## src/rtl/gs_pkg.sv

```systemverilog
package gs_pkg;
  // Strobes the control sends to the datapath each cycle
  typedef struct packed {
    logic capture;   // compute and register a new output sample
    logic coefLoad;  // load the coefficient register
  } gsStrobes_t;
endpackage

```

## src/rtl/gs_datapath.sv

```systemverilog
module gs_datapath
  import gs_pkg::*;
#(
  parameter int DATA_W = 16,
  parameter int COEF_W = 16,
  parameter int FRAC_W = 14
) (
  input  logic              clk,
  input  logic              rstN,
  input  gsStrobes_t        strobes,
  input  logic [DATA_W-1:0] inData,
  input  logic [COEF_W-1:0] coefWrData,
  output logic [DATA_W-1:0] outData,
  output logic              clampHit
);
  localparam int PROD_W = DATA_W + COEF_W + 1;
  localparam logic [COEF_W-1:0] UNITY =
    {{(COEF_W-FRAC_W-1){1'b0}}, 1'b1, {FRAC_W{1'b0}}};
  localparam logic signed [PROD_W-1:0] ROUND_BIAS =
    {{(PROD_W-FRAC_W){1'b0}}, 1'b1, {(FRAC_W-1){1'b0}}};
  localparam logic signed [PROD_W-1:0] OUT_MAX =
    {{(COEF_W+2){1'b0}}, {(DATA_W-1){1'b1}}};
  localparam logic signed [PROD_W-1:0] OUT_MIN =
    {{(COEF_W+2){1'b1}}, {(DATA_W-1){1'b0}}};

  logic [COEF_W-1:0]        coefReg;
  logic signed [PROD_W-1:0] sampleExt, coefExt, product, biased, scaled;
  logic                     overHi, underLo;
  logic [DATA_W-1:0]        limited;

  always_ff @(posedge clk) begin
    if (!rstN) coefReg <= UNITY;
    else if (strobes.coefLoad) coefReg <= coefWrData;
  end

  always_comb begin
    sampleExt = {{(COEF_W+1){inData[DATA_W-1]}}, inData};
    coefExt   = {{(DATA_W+1){1'b0}}, coefReg};
    product   = sampleExt * coefExt;
    biased    = product + ROUND_BIAS;
    scaled    = biased >>> FRAC_W;
    overHi    = scaled > OUT_MAX;
    underLo   = scaled < OUT_MIN;
    if (overHi)       limited = OUT_MAX[DATA_W-1:0];
    else if (underLo) limited = OUT_MIN[DATA_W-1:0];
    else              limited = scaled[DATA_W-1:0];
  end

  assign clampHit = overHi | underLo;

  always_ff @(posedge clk) begin
    if (!rstN) outData <= '0;
    else if (strobes.capture) outData <= limited;
  end


  unity_pass_chk: assert property (@(posedge clk) disable iff (!rstN)
    (strobes.capture && coefReg == UNITY) |=> outData == $past(inData));

  hold_idle_chk: assert property (@(posedge clk) disable iff (!rstN)
    !strobes.capture |=> $stable(outData));

  top_limit_chk: assert property (@(posedge clk) disable iff (!rstN)
    (strobes.capture && overHi) |=> outData == OUT_MAX[DATA_W-1:0]);

  bottom_limit_chk: assert property (@(posedge clk) disable iff (!rstN)
    (strobes.capture && underLo) |=> outData == OUT_MIN[DATA_W-1:0]);
endmodule

```

## src/rtl/gs_ctrl.sv

```systemverilog
module gs_ctrl
  import gs_pkg::*;
(
  input  logic       clk,
  input  logic       rstN,
  input  logic       inValid,
  input  logic       coefWrEn,
  input  logic       satClrWr,
  input  logic       satClrBit,
  input  logic       clampHit,
  output gsStrobes_t strobes,
  output logic       outValid,
  output logic       satFlag
);
  logic clearReq;

  assign strobes.capture  = inValid;
  assign strobes.coefLoad = coefWrEn;
  assign clearReq         = satClrWr & satClrBit;

  always_ff @(posedge clk) begin
    if (!rstN) outValid <= 1'b0;
    else       outValid <= inValid;
  end

  always_ff @(posedge clk) begin
    if (!rstN)                     satFlag <= 1'b0;
    else if (inValid && clampHit)  satFlag <= 1'b1;
    else if (clearReq)             satFlag <= 1'b0;
  end


  valid_latency_chk: assert property (@(posedge clk) disable iff (!rstN)
    inValid |=> outValid);

  no_spurious_valid_chk: assert property (@(posedge clk) disable iff (!rstN)
    !inValid |=> !outValid);

  sat_set_chk: assert property (@(posedge clk) disable iff (!rstN)
    (inValid && clampHit) |=> satFlag);

  sat_sticky_chk: assert property (@(posedge clk) disable iff (!rstN)
    (satFlag && !clearReq) |=> satFlag);

  sat_clear_chk: assert property (@(posedge clk) disable iff (!rstN)
    (clearReq && !(inValid && clampHit)) |=> !satFlag);
endmodule

```

## src/rtl/gain_scaler.sv

```systemverilog
module gain_scaler
  import gs_pkg::*;
#(
  parameter int DATA_W = 16,
  parameter int COEF_W = 16,
  parameter int FRAC_W = 14
) (
  input  logic              clk,
  input  logic              rstN,
  input  logic              inValid,
  input  logic [DATA_W-1:0] inData,
  output logic              outValid,
  output logic [DATA_W-1:0] outData,
  input  logic              coefWrEn,
  input  logic [COEF_W-1:0] coefWrData,
  input  logic              satClrWr,
  input  logic              satClrBit,
  output logic              satFlag
);
  gsStrobes_t strobes;
  logic       clampHit;

  gs_ctrl u_ctrl (
    .clk       (clk),
    .rstN      (rstN),
    .inValid   (inValid),
    .coefWrEn  (coefWrEn),
    .satClrWr  (satClrWr),
    .satClrBit (satClrBit),
    .clampHit  (clampHit),
    .strobes   (strobes),
    .outValid  (outValid),
    .satFlag   (satFlag)
  );

  gs_datapath #(
    .DATA_W (DATA_W),
    .COEF_W (COEF_W),
    .FRAC_W (FRAC_W)
  ) u_dp (
    .clk        (clk),
    .rstN       (rstN),
    .strobes    (strobes),
    .inData     (inData),
    .coefWrData (coefWrData),
    .outData    (outData),
    .clampHit   (clampHit)
  );
endmodule

```

## config.mk

```make
export PLATFORM = sky130hd
export DESIGN_NAME = gain_scaler
export DESIGN_NICKNAME = d
export VERILOG_FILES = /design/src/rtl/gs_pkg.sv /design/src/rtl/gs_datapath.sv /design/src/rtl/gs_ctrl.sv /design/src/rtl/gain_scaler.sv
export SDC_FILE = /design/constraint.sdc
export NUM_CORES = 1
export LEC_CHECK = 0
export BUFFER_PORTS_ARGS = -buffer_cell sky130_fd_sc_hd__buf_2
export CAP_MARGIN = 20
export CORE_ASPECT_RATIO = 1.1
export CORE_MARGIN = 2
export CORE_UTILIZATION = 60
export CTS_CLUSTER_DIAMETER = 120
export DETAILED_ROUTE_END_ITERATION = 8
export GPL_ROUTABILITY_DRIVEN = 0
export GPL_TIMING_DRIVEN = 0
export PLACE_DENSITY_LB_ADDON = 0.1
export REMOVE_ABC_BUFFERS = 1
export SLEW_MARGIN = 10
export SYNTH_ARGS = -nofsm -noshare
export SYNTH_HDL_FRONTEND = slang
export SYNTH_HIERARCHICAL = 1
export SYNTH_SLANG_ARGS = --single-unit
```

## constraint.sdc

```tcl
create_clock -name clk -period 10.5 [get_ports clk]
set_clock_uncertainty 0.05 [all_clocks]
set_input_delay 0.525 -clock clk [delete_from_list [all_inputs] [get_ports clk]]
set_output_delay 0.525 -clock clk [all_outputs]
set_load 0.01 [all_outputs]
```

# Yosys cells after proc, flatten, opt, wreduce, memory -nomap -nowiden
# Index checks and enable logic that the tools add are counted.
# classes
add_sub_neg	1
n_reduce_logical	2
bitwise	2
mux	4
order_cmp	2
multipliers	1
# ops
op	n
$add 33x15->33 const B	1
$mul 16x17->33	1
$mux 16	2
$gt 19x16->1 const B	1
$lt 19x16->1 const B	1
$mux 1	2
$reduce_bool 2->1	1
$and 1x1->1	1
$logic_and 1x1->1	1
$or 1x1->1	1
# totals
output_inout_bits	18
regBits	34
wordCells	16
in_bits	38

# Longest topological paths before layout
# Gate-level depths: netlist of run 1.
# logic_depth
word_depth	6
mapped_depth	25
depth_no_buf	23

# Cells and area by module
# Netlist of run 1, hierarchy kept.
# modules_own_cells
module	cells_per_inst	instances	area_each_um2	seq_area_each_um2
gs_datapath	1096	1	9830.7	640.6
gs_ctrl	8	1	81.3	40.0

# Least setup slack after synthesis of run 1
# No wires, ideal clock.
# synth_timing
path_type	in2reg
startpoint	input port inData[7]
endpoint	register u_dp.outData[10]
setup_ps	122
arrival_time_ps	6289
cell_stages	24
slack_ps	4039
path_buffers	3
t_required_ps	10328
path_cell_list	clkbuf_1 > nand2_1 > fa_1 > inv_1 > fa_1 > inv_1 > fa_1 > inv_1 > fa_1 > fa_1 > inv_1 > fa_1 > inv_1 > ha_1 > clkbuf_1 > a21oi_1 > o21ai_0 > a2111oi_2 > o211a_1 > o21ai_4 > a311oi_4 > o21a_2 > buf_6 > a21oi_2
# synth_via
elab_chain_cells	5
word_cells_on_any_way	6
cone_classes	add/sub: 1; mul: 1; order compare: 2; mux: 2
# synth_lines
item	line	text
start, declared	gain_scaler.sv:11	input logic [DATA_W-1:0] inData,
$mul 16x17->33 (*)	gs_datapath.sv:39	product = sampleExt * coefExt;
$add 33x15->33 (*)	gs_datapath.sv:40	biased = product + ROUND_BIAS;
$lt 19x16->1	gs_datapath.sv:43	underLo = scaled < OUT_MIN;
$mux 16	gs_datapath.sv:45	else if (underLo) limited = OUT_MIN[DATA_W-1:0];
$mux 16 (*)	gs_datapath.sv:44	if (overHi) limited = OUT_MAX[DATA_W-1:0];
end signal, assigned	gs_datapath.sv:53	else if (strobes.capture) outData <= limited;
end, declared	gs_datapath.sv:13	output logic [DATA_W-1:0] outData,
# Every way passes the cells marked *; elsewhere a longest branch is shown, timed or not.
# A chain may end at the register's enable or synchronous reset.

# Final worst setup path of run 1
# layout_timing
startpoint	register u_dp.coefReg[5]
endpoint	register u_dp.outData[4]
# layout_via
elab_chain_cells	5
word_cells_on_any_way	6
cone_classes	add/sub: 1; mul: 1; order compare: 2; mux: 2
# layout_lines
item	line	text
start, declared	gs_datapath.sv:26	logic [COEF_W-1:0] coefReg;
start signal, assigned	gs_datapath.sv:33	else if (strobes.coefLoad) coefReg <= coefWrData;
$mul 16x17->33 (*)	gs_datapath.sv:39	
$add 33x15->33 (*)	gs_datapath.sv:40	
$lt 19x16->1	gs_datapath.sv:43	
$mux 16	gs_datapath.sv:45	
$mux 16 (*)	gs_datapath.sv:44	
# Marks and branches as above.

==> results.py, run 1 <==
metrics = {
    "timing": {
        "grt_setup_unrepaired": "no",
        "max_clock_freq_mhz": 136,
        "min_period_ns": 7.35,
        "min_period_over_period": 0.700,
        "finalSetupViolations": 0,
        "slew_headroom": 0.328,
        "finalSetupTns_ns": 0,
        "finalHoldViolCount": 0,
        "slew_violations": 0,
        "max_slew.worst_pin.slew_ns": 1.01,
    },
    "clock_network": {
        "clk_pin_slew_ns": 0.06,
        "cts_sinks": 34,
        "insertion_delay_ns": 0.28,
        "root_buffer": "clkbuf_16",
        "cts_tree": "built",
        "cts_buffers": 5,
        "cts_resized": 0,
        "cts_hold_buf": 0,
        "cts_buffer_depth": 2,
        "post-cts-setup-buffers": 0,
        "htree_levels": 2,
    },
    "critical_path": {
        "crit_arrival_ns": 7.45,
        "r2r_start": "u_dp/coefReg[5]",
        "end_kind": "flip-flop",
        "r2r_slack_ns": 3.15,
        "path_class": "reg -> reg",
        "path_max_fanout": 17,
        "required_ns": 10.60,
        "startpoint_type": "flip-flop",
        "critPathLaunch": "u_dp/coefReg[5]",
    },
    "logic_synthesis": {
        "synthSimpleGateAreaFrac": 0.172,
        "synthAdderAreaFrac": 0.540,
        "synth_top_family_by_area": "adder cells",
        "synth-edff-count": 0,
        "synth-seq-cells": 34,
        "synth_mux_area_frac": 0.0192,
        "post_synth.cell_area_avg_um2": 8.98,
        "synth_xor_area_frac": 0.0167,
        "synth_ff_type": "dfxtp_1",
        "synth-compound-area-share": 0.0766,
        "netlist_area_um2": 9910,
        "synth_cells": 1104,
        "yosys.cell_types.count": 57,
        "ys_seq_area_frac": 0.0687,
        "yosys_warnings": 6,
        "async_flop_share": 0,
    },
    "final_layout": {
        "n_antenna_cell": 0,
        "area.growth.synth_to_final_pct": 5.18,
        "fill_cells": 1427,
        "mostFrequentLayoutCells": "233 x inv_1, 194 x fa_1, 153 x nand2_1, 117 x ha_1, 115 x and2_1",
        "drive_gt1_frac": 0.0757,
        "final_common_cell": "inv_1",
        "nets": 1471,
        "final-instance-count-excl-fill": 1327,
    },
    "routing": {
        "via_per_inst": 5.48,
        "wl_um": 22500,
        "drc_errors": 0,
        "first_pass_iters": 5,
        "drt_first_iter_violations": 306,
        "vias": 7274,
        "wl_per_cell_um": 17.0,
        "ant_nets": 0,
    },
    "power": {
        "power.density_nw_per_um2": 193,
        "vdd.ir_drop.worst_v": 0.000195,
        "p_leak_nw": 5.39,
    },
    "die": {
        "dieArea_um2": 17600,
        "initial_core_util": 0.610,
        "die_w_um": 127,
        "floorplan.rows": 49,
        "io_pins": 56,
        "die_h_um": 139,
        "core_um2": 16200,
    },
    "place": {
        "placed_cells": 1319,
        "port_buffers": 55,
        "dp_hpwl_um": 17800,
    },
    "hold_path": {
        "holdCritStartpoint": "u_ctrl/satFlag",
        "hold_path_class": "reg -> reg",
    },
    "grt": {
        "grt_pass1_vias": 7908,
        "grt_max_degree": 36,
        "grt_overflow": 0,
        "antenna_found_initial": 0,
        "grt_pass1_wl_um": 38600,
        "track_usage": 0.274,
    },
    "flow_run": {
        "maxCapViolCount": 0,
    },
    "run_status": {
        "outcome": "finished, final reports clean",
    },
}
## path summary, 6_finish.rpt
kind              cells past startpoint               to
hold / removal                        1   u_ctrl/satFlag
hold reg to reg                       1   u_ctrl/satFlag
setup reg to reg                     22  u_dp/outData[4]
setup / recovery                     22  u_dp/outData[4]
## through the flow
| stage | area (um2) | utilization | hold slack, ns | setup WS [ns] | power (mW) |
|---|---|---|---|---|---|
| 3_5_place_dp | 10300 | 0.631 | 0.415 | 3.22 | 1.83 |
| 5_1_grt | 10400 | 0.642 | 0.438 | 2.80 | 2.26 |
| 2_1_floorplan | 9720 | - | 0.469 | 4.22 | 1.43 |
| 6_report | 10400 | 0.642 | 0.427 | 3.15 | 2.01 |
| 3_3_place_gp | 10300 | 0.631 | 0.403 | 3.27 | 1.82 |
| 4_1_cts | 10400 | 0.642 | 0.431 | 3.19 | 2.02 |
## layer usage
layer  global-route usage  part of all wire  vias to the layer above
met1                0.338              0.40                     3662
met5                    0                 0                        -
met3               0.0174             0.032                       39
met4               0.0844             0.025                        0
met2                0.510              0.54                      168
li1                     -                 -                     3405
## cells in the mapped netlist, types with 2 or more instances
| cell | number | share of area |
|---|---|---|
| inv_1 | 233 | 0.088 |
| fa_1 | 194 | 0.39 |
| nand2_1 | 153 | 0.058 |
| ha_1 | 117 | 0.15 |
| and2_1 | 115 | 0.073 |
| clkbuf_1 | 39 | 0.015 |
| dfxtp_1 | 34 | 0.069 |
| o21ai_0 | 27 | 0.014 |
| a21oi_1 | 24 | 0.012 |
| mux2i_1 | 19 | 0.019 |
| nor2b_1 | 19 | 0.012 |
| nor2_1 | 15 | 0.0057 |
| a21oi_2 | 10 | 0.0088 |
| nand2b_1 | 10 | 0.0063 |
| nand3_1 | 10 | 0.0050 |
| xnor2_1 | 10 | 0.0088 |
| a21o_1 | 9 | 0.0068 |
| xor2_1 | 7 | 0.0062 |
| and3_1 | 5 | 0.0032 |
| nor3_1 | 4 | 0.0020 |
| a31oi_1 | 3 | 0.0019 |
| nand4_1 | 3 | 0.0019 |
| o21a_1 | 3 | 0.0023 |
| a311oi_1 | 2 | 0.0018 |
| and4_1 | 2 | 0.0018 |
| buf_4 | 2 | 0.0015 |
| buf_6 | 2 | 0.0023 |
| o211a_1 | 2 | 0.0020 |
| o211ai_1 | 2 | 0.0015 |
| o221ai_1 | 2 | 0.0018 |
## report_power, final
group	internal [mW]	total, mW	switching (mW)
clock network	0.112	0.169	0.0571
logic	0.674	1.65	0.979
registers	0.156	0.189	0.0326
total	0.942	2.01	1.07
## area by class of cell
class | instances | area (um2) | share of cell area
multi-input combinational | 793 | 8170 | 0.784
inverter | 233 | 875 | 0.0839
sequential | 34 | 681 | 0.0653
timing repair buffer | 55 | 275 | 0.0264
tap | 204 | 255 | 0.0245
clock buffer | 5 | 125 | 0.0120
clock inverter | 3 | 45.0 | 0.00432
## worst max-delay path, cell delays in order (launching register included)
cell	delay, ns
dfxtp_1	0.98
nand2_1	0.15
fa_1	0.53
inv_1	0.05
fa_1	0.50
inv_1	0.06
fa_1	0.52
inv_1	0.05
fa_1	0.50
fa_1	0.50
inv_1	0.05
fa_1	0.51
inv_1	0.05
ha_1	0.38
nand2_1	0.12
nor3_2	0.31
nand2_1	0.14
o211ai_1	0.43
a211oi_2	0.14
xnor2_1	0.38
and3_1	0.25
o21a_2	0.39
o22ai_1	0.15
## sequential cells by signal, summed over array words and instances, names as in the netlist
register         count
u_dp/outData        16
u_dp/coefReg        16
u_ctrl/outValid      1
u_ctrl/satFlag       1
## kinds of logic after synthesis
| group | count (synthesis) |
|---|---|
| simple gates | 341 |
| xor+xnor | 18 |
| fa+ha+maj | 311 |
| mux | 19 |
| buf+inv | 277 |
| flops | 34 |
| compound gates | 104 |
Note: power is estimated with default switching activity, not from simulation.
==> run 2, diff against run 1 <==
--- a/config.mk
+++ b/config.mk
@@ -5,6 +5,7 @@
 export SDC_FILE = /design/constraint.sdc
 export NUM_CORES = 1
 export LEC_CHECK = 0
+export ABC_AREA = 1
 export BUFFER_PORTS_ARGS = -buffer_cell sky130_fd_sc_hd__buf_2
 export CAP_MARGIN = 20
 export CORE_ASPECT_RATIO = 1.1
==> constraint.sdc (replaced) <==
create_clock -name clk -period 7.08 [get_ports clk]
set_clock_uncertainty 0.05 [all_clocks]
set_input_delay 0.354 -clock clk [delete_from_list [all_inputs] [get_ports clk]]
set_output_delay 0.354 -clock clk [all_outputs]
set_load 0.01 [all_outputs]
==> results.py, run 2 <==
metrics = {
    "logic_synthesis": {
        "yosysMostFrequentCell": "inv_1",
        "async_flop_share": 0,
        "post_synth.cell_area_avg_um2": 7.35,
        "yosysTopAreaCellShare": 0.368,
        "synth_top_cell_by_area": "fa_1",
        "yosys_warnings": 6,
        "synth_cells": 1437,
        "synth-seq-cells": 34,
        "netlist_area_um2": 10600,
        "yosys.cell_types.count": 34,
        "synth_ff_type": "dfxtp_1",
        "ys_seq_area_frac": 0.0645,
        "synth-edff-count": 0,
        "synth_common_cells": "390 x inv_1, 389 x nand2_1, 194 x fa_1",
        "ys_top_cells_by_area": "fa_1 37%, ha_1 14%, inv_1 14%",
    },
    "die": {
        "initial_core_util": 0.616,
        "floorplan.rows": 50,
        "core_um2": 17100,
        "dieArea_um2": 18700,
        "io_pins": 56,
        "die_w_um": 130,
        "die_h_um": 143,
    },
    "clock_network": {
        "insertion_delay_ns": 0.28,
        "cts_sinks": 34,
        "cts_buffers": 5,
        "cts_resized": 0,
        "clk_pin_slew_ns": 0.06,
        "post-cts-setup-buffers": 0,
        "htree_levels": 2,
        "root_buffer": "clkbuf_16",
        "cts_tree": "built",
        "cts_buffer_depth": 2,
        "cts_hold_buf": 0,
    },
    "routing": {
        "ant_nets": 0,
        "first_pass_iters": 5,
        "wl_um": 23500,
        "drc_errors": 0,
        "via_per_inst": 5.06,
        "drt_first_iter_violations": 356,
        "vias": 8424,
        "wl_per_cell_um": 14.1,
    },
    "final_layout": {
        "mostFrequentLayoutCells": "390 x inv_1, 389 x nand2_1, 194 x fa_1, 117 x ha_1, 79 x nor2_1",
        "final_common_cell": "inv_1",
        "nets": 1779,
        "n_antenna_cell": 0,
        "drive_gt1_frac": 0.0706,
        "final-instance-count-excl-fill": 1664,
        "final_util": 0.641,
        "reg.largest.list": "u_dp/coefReg x16, u_dp/outData x16",
        "final_cell_area_um2": 11000,
        "area.growth.synth_to_final_pct": 4.01,
    },
    "place": {
        "port_buffers": 55,
        "dp_hpwl_um": 19600,
        "placed_cells": 1657,
        "placed_cell_area_um2": 10800,
    },
    "timing": {
        "grt_setup_unrepaired": "no",
        "min_period_over_period": 0.949,
        "max_clock_freq_mhz": 149,
        "finalSetupTns_ns": 0,
        "finalSetupViolations": 0,
        "min_period_ns": 6.72,
        "timing.hold.ws_ns": 0.234,
        "finalHoldViolCount": 0,
        "max_slew.worst_pin.slew_ns": 0.937,
        "slew_headroom": 0.375,
        "slew_violations": 0,
    },
    "critical_path": {
        "max_stage_delay_ns": 0.91,
        "critPathLaunch": "u_dp/coefReg[6]",
        "r2r_start": "u_dp/coefReg[6]",
        "r2r_end": "u_dp/outData[3]",
        "end_kind": "flip-flop",
        "r2r_slack_ns": 0.36,
        "critical_path_depth": 24,
        "crit_family": "adder cells",
        "path_max_fanout": 17,
        "cp_slowest_cell": "dfxtp_1",
        "required_ns": 7.17,
        "crit_path_end": "u_dp/outData[3]",
        "path_common_cell": "fa_1",
        "crit_arrival_ns": 6.81,
        "r2r_cells": 24,
        "path_class": "reg -> reg",
        "crit_chain": "nand2_1 > fa_1 > inv_1 > fa_1 > inv_1 > fa_1 > inv_1 > fa_1 > fa_1 > inv_1 > fa_1 > inv_1 > ha_1 > nand2_1 > nor2_1 > nand2_1 > nor3b_1 > nand2_1 > nand3_1 > nand2_1 > nor2_1 > nand2_2 > a21oi_4 > a21oi_1",
        "startpoint_type": "flip-flop",
        "path_buf_inv": 5,
    },
    "hold_path": {
        "holdPathStages": 3,
        "hold_path_class": "in -> reg",
    },
    "grt": {
        "grt_overflow": 0,
        "antenna_found_initial": 0,
        "grt_pass1_wl_um": 40500,
        "grt_use_met2": 0.497,
        "grt_pass1_vias": 8680,
        "track_usage": 0.273,
        "top_usage_layer": "met2",
        "grt_max_degree": 36,
        "grt_util_met1": 0.357,
        "grt_use_met3": 0.0157,
    },
    "power": {
        "p_leak_nw": 6.70,
        "power.density_nw_per_um2": 382,
        "vdd.ir_drop.worst_v": 0.000286,
    },
    "run_status": {
        "outcome": "finished, final reports clean",
    },
    "flow_run": {
        "maxCapViolCount": 0,
    },
}
## run 2: cell count changes after synthesis, sizes merged, moves of 26 or more
cell    change
nand2     +255
nor2       +65
and2      -115
clkbuf     +26
inv       +158
## run 2: worst min-delay path by stage
| stage | from | endpoint | slack, ns |
|---|---|---|---|
| floorplan | rstN | u_dp/coefReg[14] | 0.39 |
| global placement | u_dp/outData[15] | u_dp/outData[15] | 0.42 |
| detailed placement | u_dp/outData[15] | u_dp/outData[15] | 0.42 |
| CTS | coefWrData[14] | u_dp/coefReg[14] | 0.23 |
| global route | coefWrData[14] | u_dp/coefReg[14] | 0.25 |
| finish | coefWrData[14] | u_dp/coefReg[14] | 0.23 |
## run 2: logic make-up (layout without fill, tap and decap cells)
family / Yosys count / after routing / synth area share
simple gates: 525 / 525 / 0.199
flops: 34 / 34 / 0.0645
xor+xnor: 16 / 16 / 0.0133
buf+inv: 461 / 454 / 0.166
fa+ha+maj: 311 / 311 / 0.507
compound gates: 90 / 90 / 0.0499
## run 2: per-layer routing
| layer | routed length (um) | vias to the layer above | share of wire |
|---|---|---|---|
| met2 | 12200 | 183 | 0.52 |
| met4 | 503 | 0 | 0.021 |
| met5 | 0 | - | 0 |
| met1 | 9980 | 4112 | 0.43 |
| met3 | 746 | 35 | 0.032 |
| li1 | - | 4094 | - |
## run 2: report_power, final
part	switching (mW)	internal [mW]	total, mW
clock	0.0842	0.128	0.212
combinational	2.32	1.37	3.69
sequential	0.0558	0.234	0.290
total	2.46	1.73	4.19
## run 2: layout make-up
type / count / area, um2
clock buffer: 5 / 125
clock inverter: 2 / 15.0
fill: 1634 / 6160
inverter: 392 / 1470
multi-input combinational: 942 / 8120
sequential: 34 / 681
tap: 234 / 293
timing repair buffer: 55 / 275
## run 2: worst register-to-register path, stage by stage (launching register included)
cell and delay (ns):
dfxtp_1 0.91, nand2_1 0.19, fa_1 0.54, inv_1 0.05, fa_1 0.49, inv_1 0.05, fa_1 0.52, inv_1 0.05
fa_1 0.48, fa_1 0.50, inv_1 0.05, fa_1 0.51, inv_1 0.06, ha_1 0.36, nand2_1 0.14, nor2_1 0.24
nand2_1 0.10, nor3b_1 0.18, nand2_1 0.12, nand3_1 0.08, nand2_1 0.07, nor2_1 0.13, nand2_2 0.10, a21oi_4 0.46
a21oi_1 0.13
## run 2: through the flow
stage	total power [mW]	worst slack, ns
after floorplan	3.05	1.34
after global placement	3.96	0.462
after detailed placement	3.97	0.465
after CTS	4.23	0.430
after global routing	4.74	0.0270
final	4.19	0.363
==> run 3, diff against run 2 <==
--- a/config.mk
+++ b/config.mk
@@ -7,8 +7,7 @@
 export LEC_CHECK = 0
 export ABC_AREA = 1
 export BUFFER_PORTS_ARGS = -buffer_cell sky130_fd_sc_hd__buf_2
-export CAP_MARGIN = 20
-export CORE_ASPECT_RATIO = 1.1
+export CORE_ASPECT_RATIO = 0.9
 export CORE_MARGIN = 2
 export CORE_UTILIZATION = 60
 export CTS_CLUSTER_DIAMETER = 120
==> results.py, run 3 (synthesized netlist as in run 2, its figures left out) <==
metrics = {
    "routing": {
        "wl_um": 24100,
        "ant_nets": 0,
        "vias": 8464,
        "first_pass_iters": 5,
        "drc_errors": 0,
        "via_per_inst": 5.08,
        "drt_first_iter_violations": 637,
        "wl_per_cell_um": 14.5,
    },
    "clock_network": {
        "htree_levels": 2,
        "clk_pin_slew_ns": 0.06,
        "insertion_delay_ns": 0.28,
        "post-cts-setup-buffers": 0,
        "root_buffer": "clkbuf_16",
        "cts_tree": "built",
        "cts_hold_buf": 0,
        "cts_resized": 0,
        "cts_buffers": 5,
        "cts_sinks": 34,
        "cts_buffer_depth": 2,
    },
    "die": {
        "die_h_um": 130,
        "die_w_um": 144,
        "io_pins": 56,
        "dieArea_um2": 18700,
        "core_um2": 17100,
        "initial_core_util": 0.619,
        "floorplan.rows": 45,
    },
    "power": {
        "p_comb_frac": 0.882,
        "power_frac_clock": 0.050,
        "p_sw_mw": 2.54,
        "p_leak_nw": 6.70,
        "vdd.ir_drop.worst_v": 0.000327,
        "switching_share": 0.595,
        "power.internal_mw": 1.73,
        "fin_total_pwr_mw": 4.27,
        "power.density_nw_per_um2": 389,
        "p_seq_frac": 0.068,
    },
    "critical_path": {
        "path_class": "reg -> reg",
        "end_kind": "flip-flop",
        "required_ns": 7.16,
        "startpoint_type": "flip-flop",
        "r2r_cells": 24,
        "path_max_fanout": 17,
        "crit_arrival_ns": 6.78,
    },
    "grt": {
        "grt_pass1_vias": 8313,
        "antenna_found_initial": 0,
        "track_usage": 0.281,
        "grt_overflow": 0,
        "grt_max_degree": 36,
        "grt_pass1_wl_um": 41500,
    },
    "flow_run": {
        "maxCapViolCount": 0,
    },
    "final_layout": {
        "final_cell_area_um2": 11000,
        "reg.largest.list": "u_dp/coefReg x16, u_dp/outData x16",
        "mostFrequentLayoutCells": "390 x inv_1, 389 x nand2_1, 194 x fa_1, 117 x ha_1, 79 x nor2_1",
        "n_antenna_cell": 0,
        "nets": 1779,
        "fill_cells": 1583,
        "final_common_cell": "inv_1",
        "drive_gt1_frac": 0.0713,
        "final-instance-count-excl-fill": 1665,
        "final_util": 0.644,
        "area.growth.synth_to_final_pct": 4.03,
    },
    "timing": {
        "grt_setup_unrepaired": "no",
        "finalSetupViolations": 0,
        "finalSetupTns_ns": 0,
        "max_clock_freq_mhz": 149,
        "slew_headroom": 0.322,
        "slew_violations": 0,
        "max_slew.worst_pin.slew_ns": 1.02,
        "min_period_ns": 6.70,
        "finalHoldViolCount": 0,
        "min_period_over_period": 0.946,
    },
    "place": {
        "dp_hpwl_um": 19900,
        "placed_cell_area_um2": 10800,
        "placed_cells": 1658,
        "port_buffers": 55,
    },
    "hold_path": {
        "holdPathStages": 3,
        "hold_path_class": "in -> reg",
    },
    "run_status": {
        "outcome": "finished, final reports clean",
    },
}
-- run 3: layer usage --
| layer | up-vias | GRT usage | share of wire | wire length, um |
|---|---|---|---|---|
| met2 | 254 | 0.466 | 0.47 | 11300 |
| li1 | 4099 | - | - | - |
| met4 | 0 | 0.0409 | 0.010 | 253 |
| met5 | - | 0 | 0 | 0 |
| met1 | 4083 | 0.417 | 0.46 | 11000 |
| met3 | 28 | 0.0217 | 0.061 | 1470 |
-- run 3: worst max-delay path, stage by stage (launching register included) --
cell and delay, ns:
dfxtp_1 0.87, nand2_1 0.18, fa_1 0.57, inv_1 0.05, fa_1 0.49, inv_1 0.05
fa_1 0.53, inv_1 0.05, fa_1 0.51, fa_1 0.50, inv_1 0.05, fa_1 0.49
inv_1 0.05, ha_1 0.36, nand2_1 0.14, nor2_1 0.22, nand2_1 0.09, nor3b_1 0.18
nand2_1 0.13, nand3_1 0.10, nand2_1 0.06, nor2_1 0.11, nand2_2 0.09, a21oi_4 0.46
a21oi_1 0.13
-- run 3: area by class of cell --
type                            count  area (um2)  area share
Multi-Input combinational cell    942        8120       0.739
Clock buffer                        5         125      0.0114
Timing Repair Buffer               55         275      0.0251
Clock inverter                      2        15.0     0.00137
Tap cell                          235         294      0.0268
Inverter                          392        1470       0.134
Sequential cell                    34         682      0.0621
-- run 3: worst paths after layout --
path                    startpoint          endpoint  slack [ns]
hold reg to reg   u_dp/outData[15]  u_dp/outData[15]        0.42
setup reg to reg   u_dp/coefReg[7]   u_dp/outData[3]        0.38
hold / removal      coefWrData[14]  u_dp/coefReg[14]        0.23
setup / recovery   u_dp/coefReg[7]   u_dp/outData[3]        0.38
-- run 3: metrics by stage --
stage	hold slack [ns]	setup slack [ns]
detailed placement	0.422	0.448
global placement	0.419	0.447
floorplan	0.389	1.34
finish	0.231	0.382
global route	0.263	0.0155
CTS	0.233	0.402
-- run 3: power by group through the flow --
stage / Clock [mW] / Sequential, mW / Combinational [mW]
2_1_floorplan: 0 / 0.288 / 2.76
3_3_place_gp: 0 / 0.292 / 3.73
5_1_grt: 0.227 / 0.297 / 4.29
6_report: 0.213 / 0.290 / 3.77
4_1_cts: 0.216 / 0.289 / 3.78
3_5_place_dp: 0 / 0.293 / 3.73
